### src/rtl/alw_pkg.sv
package alw_pkg;
    typedef enum logic [1:0] {
        WK_IDLE  = 2'd0,
        WK_FETCH = 2'd1,
        WK_ISSUE = 2'd2,
        WK_WAIT  = 2'd3
    } walk_state_e;
endpackage

### src/rtl/alw_park_ctr.sv
// Counts transactions spent on the current element and decides whether to stay.
module alw_park_ctr #(
    parameter int CNT_W = 2
) (
    input  logic             clk,
    input  logic             rst_n,
    input  logic             clr,
    input  logic             bump,
    input  logic             park_en,
    input  logic [CNT_W-1:0] park_max,
    input  logic             is_hs,
    input  logic             rel_short,
    input  logic             rel_nak,
    input  logic             more,
    output logic             stay,
    output logic [CNT_W-1:0] cnt
);
    localparam int LIM_W = CNT_W + 1;

    typedef struct packed {
        logic [CNT_W-1:0] cnt;
    } pk_t;

    pk_t              r_q, r_d;
    logic [LIM_W-1:0] lim_d, used_d;

    always_comb begin
        lim_d  = (park_en && is_hs && park_max != '0) ? {1'b0, park_max} : LIM_W'(1);
        used_d = {1'b0, r_q.cnt} + LIM_W'(1);
        stay   = (used_d < lim_d) && !rel_short && !rel_nak && more;
        r_d    = r_q;
        if (clr)
            r_d.cnt = '0;
        else if (bump)
            r_d.cnt = stay ? used_d[CNT_W-1:0] : '0;
    end

    always_ff @(posedge clk or negedge rst_n) begin
        if (!rst_n) r_q <= '0;
        else        r_q <= r_d;
    end

    assign cnt = r_q.cnt;


    early_release_chk: assert property (@(posedge clk) disable iff (!rst_n)
        (bump && (!more || rel_short || rel_nak)) |=> (r_q.cnt == '0));


    no_park_fs_chk: assert property (@(posedge clk) disable iff (!rst_n)
        (bump && !is_hs) |=> (r_q.cnt == '0));
endmodule

### src/rtl/alw_pass_track.sv
// Remembers whether the head was seen and whether any transaction finished since.
module alw_pass_track (
    input  logic clk,
    input  logic rst_n,
    input  logic restart,
    input  logic head_visit,
    input  logic served,
    output logic empty_hit
);
    typedef struct packed {
        logic seen;
        logic work;
    } ps_t;

    ps_t r_q, r_d;

    always_comb begin
        empty_hit = head_visit && r_q.seen && !r_q.work;
        r_d       = r_q;
        if (restart) begin
            r_d = '0;
        end else begin
            if (head_visit) begin
                r_d.seen = 1'b1;
                r_d.work = 1'b0;
            end
            if (served)
                r_d.work = 1'b1;
        end
    end

    always_ff @(posedge clk or negedge rst_n) begin
        if (!rst_n) r_q <= '0;
        else        r_q <= r_d;
    end


    first_head_no_stop_chk: assert property (@(posedge clk) disable iff (!rst_n)
        restart |=> !empty_hit);
endmodule

### src/rtl/async_list_walker.sv
module async_list_walker
    import alw_pkg::*;
#(
    parameter int PTR_W  = 8,
    parameter int PARK_W = 2
) (
    input  logic              clk,
    input  logic              rst_n,
    input  logic              start,
    input  logic [PTR_W-1:0]  start_ptr,
    input  logic              grant,
    input  logic              park_en,
    input  logic [PARK_W-1:0] park_max,
    output logic              fetch_req,
    output logic [PTR_W-1:0]  fetch_ptr,
    input  logic              fetch_ack,
    input  logic [PTR_W-1:0]  el_next,
    input  logic              el_hs,
    input  logic              el_active,
    input  logic              el_work,
    input  logic              el_qh,
    input  logic              el_head,
    output logic              issue_valid,
    output logic [PTR_W-1:0]  issue_ptr,
    output logic              issue_split,
    input  logic              xfer_done,
    input  logic              xfer_short,
    input  logic              xfer_nak,
    input  logic              xfer_more,
    output logic [PTR_W-1:0]  cur_ptr,
    output logic              idle
);
    typedef struct packed {
        walk_state_e      st;
        logic [PTR_W-1:0] cur;
        logic [PTR_W-1:0] nxt;
        logic             hs;
    } regs_t;

    regs_t             r_q, r_d;
    logic              park_clr, park_bump, park_stay;
    logic [PARK_W-1:0] park_cnt;
    logic              head_visit, pass_restart, empty_hit;

    alw_park_ctr #(.CNT_W(PARK_W)) u_park (
        .clk       (clk),
        .rst_n     (rst_n),
        .clr       (park_clr),
        .bump      (park_bump),
        .park_en   (park_en),
        .park_max  (park_max),
        .is_hs     (r_q.hs),
        .rel_short (xfer_short),
        .rel_nak   (xfer_nak),
        .more      (xfer_more),
        .stay      (park_stay),
        .cnt       (park_cnt)
    );

    alw_pass_track u_pass (
        .clk        (clk),
        .rst_n      (rst_n),
        .restart    (pass_restart),
        .head_visit (head_visit),
        .served     (park_bump),
        .empty_hit  (empty_hit)
    );

    always_comb begin
        r_d          = r_q;
        park_clr     = 1'b0;
        park_bump    = 1'b0;
        head_visit   = 1'b0;
        pass_restart = 1'b0;
        unique case (r_q.st)
            WK_IDLE: begin
                if (start) begin
                    r_d.cur      = start_ptr;
                    r_d.st       = WK_FETCH;
                    pass_restart = 1'b1;
                    park_clr     = 1'b1;
                end
            end
            WK_FETCH: begin
                if (grant && fetch_ack) begin
                    head_visit = el_head;
                    if (el_head && empty_hit) begin
                        r_d.st = WK_IDLE;
                    end else if (el_qh && el_active && el_work) begin
                        r_d.st   = WK_ISSUE;
                        r_d.nxt  = el_next;
                        r_d.hs   = el_hs;
                        park_clr = 1'b1;
                    end else begin
                        r_d.cur = el_next;
                    end
                end
            end
            WK_ISSUE: begin
                if (grant)
                    r_d.st = WK_WAIT;
            end
            WK_WAIT: begin
                if (xfer_done) begin
                    park_bump = 1'b1;
                    if (park_stay) begin
                        r_d.st = WK_ISSUE;
                    end else begin
                        r_d.cur = r_q.nxt;
                        r_d.st  = WK_FETCH;
                    end
                end
            end
            default: r_d.st = WK_IDLE;
        endcase
    end

    always_ff @(posedge clk or negedge rst_n) begin
        if (!rst_n) r_q <= '0;
        else        r_q <= r_d;
    end

    assign fetch_req   = (r_q.st == WK_FETCH) && grant;
    assign fetch_ptr   = r_q.cur;
    assign issue_valid = (r_q.st == WK_ISSUE) && grant;
    assign issue_ptr   = r_q.cur;
    assign issue_split = !r_q.hs;
    assign cur_ptr     = r_q.cur;
    assign idle        = (r_q.st == WK_IDLE);


    hold_ptr_chk: assert property (@(posedge clk) disable iff (!rst_n)
        (!grant && r_q.st != WK_WAIT && r_q.st != WK_IDLE) |=> $stable(r_q.cur));


    single_issue_chk: assert property (@(posedge clk) disable iff (!rst_n)
        issue_valid |=> !issue_valid);


    fs_no_park_chk: assert property (@(posedge clk) disable iff (!rst_n)
        (issue_valid && issue_split) |-> (park_cnt == '0));


    stop_at_head_chk: assert property (@(posedge clk) disable iff (!rst_n)
        $rose(idle) |-> $past(fetch_ack && el_head));


    stay_idle_chk: assert property (@(posedge clk) disable iff (!rst_n)
        (idle && !start) |=> idle);
endmodule

### config.mk
export PLATFORM = sky130hd
export DESIGN_NAME = async_list_walker
export DESIGN_NICKNAME = d
export VERILOG_FILES = /design/src/rtl/alw_pkg.sv /design/src/rtl/alw_park_ctr.sv /design/src/rtl/alw_pass_track.sv /design/src/rtl/async_list_walker.sv
export SDC_FILE = /design/constraint.sdc
export NUM_CORES = 1
export LEC_CHECK = 0
export ABC_AREA = 1
export BUFFER_PORTS_ARGS = -buffer_cell sky130_fd_sc_hd__clkbuf_2
export CAP_MARGIN = 10
export CORE_AREA = 2 2 50 86
export DETAILED_ROUTE_END_ITERATION = 10
export DIE_AREA = 0 0 52 88
export PLACE_DENSITY = 0.84
export SKIP_LAST_GASP = 1
export SLEW_MARGIN = 20
export SYNTH_ARGS = -nofsm -noshare
export SYNTH_HDL_FRONTEND = slang
export SYNTH_HIERARCHICAL = 1
export SYNTH_SLANG_ARGS = --single-unit
### constraint.sdc
create_clock -name clk -period 2.3 [get_ports clk]
set_input_delay 0 -clock clk [delete_from_list [all_inputs] [get_ports clk]]
set_output_delay 0 -clock clk [all_outputs]
set_load 0.005 [all_outputs]
==> results.md <==
* Tightest Hold Check Type: input pin to register
* Number of failing hold endpoints at the final stage at 0
* Root buffer cell: clkbuf_8
* Vias/cell at a little under 5
* Worst Path Required at 2.50 ns
* Power Density at 971.8 nW/um2
* Slowest stage delay, CP at 0.55 ns
* Max VDD drop at 0.4897 mV
* WL per Instance at 10.97 um
* Crit. End Element: register
* Post-route clock period utilization at 89.51%
* Syn_nets at 257
* Max Slew Vio Count at 0
* Unrepaired setup endpoints after global routing: no
* Flop pwr share at 36.7%
* Critical path's slowest cell: fa_1
* GR Util All Layers at 17.18%
* Logic pwr share at between 50% and 60%
* DRT Pass-1 Iters at 4
* Crit Path Class: register to register
* Area growth, synth to finish at 18.28%
* Initial DRC Count at 35
* Via count at ~1.5k
* Post_cts resized at 0
* Hold slack at between 0.03 and 0.04 ns
* Ys Warns at 6
* Yosys top cell by area: dfrtp_1
* Post-CTS setup buffer count at 0
* Average cell area after synthesis at 7.552 um2
* Starting Density at 43.37%
* # rows at 30
* Clock Sinks at 23
* Total leakage power at roughly 1.1 nW
* P_int at 0.001109 W
* Ranking of synthesized cells by area: dfrtp_1, nand2_1, buf_4, nand3_1, o21ai_1
* H-tree depth at 1
* Placer Congestion at 0.8320
* Largest net degree at the start of global routing at 24
* Met1 usage at 17.63%
* Max clock buf depth at 2
* Headroom to the max-slew limit at 61.51%
* Status: finished, final reports clean
* Die area at 4576 um2
* Worst Skew at 0.004607 ns
* Pwr Total at 0.001927 W
* Final wirelength at around 3500 um
* Register bit total from synthesis at 23
* Switch Pwr at 0.0008183 W
* Max Freq at 485.7 MHz
* Placement Cell Area at 1838 um2
* Sw Ratio at 42.46%
* CP Max Fanout at 9
* Sequential area share after synthesis at between 30 and 40%
* DP Wirelength at 2730 um
* Ant. Diodes at 0
* Clock power frac at approximately an eighth
* Antenna violations before repair at 0
* Fillcell total at 398
* Core ar. at 3866 um2
* Unique masters post-synth at 32
* Die W at 52 um
* Minimum clock period at roughly 2 ns
* Worst path cell trace: fa_1, inv_1, nor2_1, nand2_1, and2_1, o21ai_2, nand2_4, nor2_8, nand2_1, nand2_1
* Met3 Use GR at under 10%
* # hold bufs at CTS at 10
* CTS tree: done
* Critical Path Start Type: register
* Worst path bufs/invs at 1
* I/O pin count at 61
* Total grt overflow at 0
* Die H at a little under 90 um
* CTS buffer count at 3
* Multi-input logic area at 763.2 um2
* Delay-heaviest family, CP: simple AND/OR/NAND/NOR gates
* Final setup fails at 0
* DRC viols at 0
* Final layout net count at 305
* Final Cell Area at a little under 2000 um2
* Crit path DAT at 2.26 ns
* Mapped cell area at between 1500 and 2000 um2
* Worst-Skew Late Latency at 0.26 ns
* Worst-Margin Slew at 0.5774 ns
* Vias in the first global route at about 1.5k
* Port bufs at 60
* Mapped Cells at between 200 and 250
* CP dominant cell by count: nand2_1
* Antenna-violating nets left at 0
* First-pass GRT wire length at 6051 um
* FF+latch area at roughly 580 um2
* Max Cap Viol at 0
* Layout cells sized above 1 at 33.83%
* Setup TNS at 0 ns
* Clock-pin slew on the worst setup and hold paths at 0.08 ns
* Met2 Use GR at 32.68%
* Top cell type's share of synthesized area at approximately a third
* Most utilized layer in the global route result: met2
-- placed cells by master (no fill, tap or decap), drive strengths merged --
cell type,count
a21oi,11
and2,1
buf,5
clkbuf,64
clkinv,1
dfrtp,23
dlygate4sd3,10
fa,1
ha,1
inv,26
nand2,62
nand3,27
nand4,2
nor2,11
nor3,4
nor3b,1
o21ai,19
-- metrics by stage --
| step | std cells | worst slack (ns) | util, % |
|---|---|---|---|
| 4_1_cts | 317 | 0.2304 | 51.29 |
| 2_1_floorplan | 222 | 0.04626 | - |
| 5_1_grt | 317 | 0.03408 | 51.29 |
| 6_report | 317 | 0.2413 | 51.29 |
| 3_5_place_dp | 303 | 0.2565 | 47.54 |
| 3_3_place_gp | 303 | 0.2835 | 47.54 |
-- routing by layer --
metal  up-vias  wire [um]  part of all wire (%)
li1        774          -                     -
met1       681       1292                    37
met2        61       1891                    54
met3        10        196                   5.6
met4         0         99                   2.8
met5         -          0                     0
-- worst reg2reg max path, stage by stage, from the launching register on --
cell and delay (ns):
dfrtp_1 0.45, fa_1 0.55, inv_1 0.04, nor2_1 0.08, nand2_1 0.09, and2_1 0.18, o21ai_2 0.20, nand2_4 0.13
nor2_8 0.14, nand2_1 0.06, nand2_1 0.07
-- power groups by stage --
stage | registers (W) | clock network (W) | logic (W)
after floorplan | 0.000669 | 0 | 0.000933
after CTS | 0.000710 | 0.000256 | 0.000979
after global routing | 0.000732 | 0.000270 | 0.00110
final | 0.000708 | 0.000250 | 0.000969
after detailed placement | 0.000719 | 0 | 0.000961
after global placement | 0.000708 | 0 | 0.000944
-- cells in the mapped netlist, drive strengths merged --
cell	instances
o21ai	19
nand3	27
ha	1
fa	1
clkbuf	1
a21oi	11
nor3	4
inv	26
nor2	11
dfrtp	23
and2	1
clkinv	1
nor3b	1
nand4	2
buf	31
nand2	62
-- registers in the layout (all words and copies together), names as in the netlist --
signal      cells
cur_ptr         8
u_park/cnt      2
u_pass/r_q      2
r_q            11
-- worst paths after layout --
| check | start | end | slack, ns | cells past startpoint |
|---|---|---|---|---|
| max in group asynchronous | rst_n | cur_ptr[0] | 1.67 | 2 |
| hold reg to reg | r_q[4] | r_q[4] | 0.50 | 2 |
| hold / removal | xfer_short | u_park/cnt[0] | 0.04 | 4 |
| min in group asynchronous | rst_n | r_q[0] | 0.25 | 2 |
| setup / recovery | u_park/cnt[0] | cur_ptr[3] | 0.24 | 10 |
| setup reg to reg | u_park/cnt[0] | cur_ptr[3] | 0.24 | 10 |
-- layout make-up --
type | count | share of cell area, %
clock buffers | 4 | 2.271
repair buffers | 75 | 22.08
well taps | 48 | 3.028
multi-input cells | 140 | 38.49
inverters | 27 | 5.110
flip-flops and latches | 23 | 29.02
-- kinds of logic after synthesis --
kind of cell	share of synthesized area, %
buffers and inverters	20.15
AND/OR/NAND/NOR	34.18
AO/OA/AOI/OAI	9.403
adder cells (fa/ha/maj)	1.940
flip-flops	34.33
(Power assumes the default switching activity.)
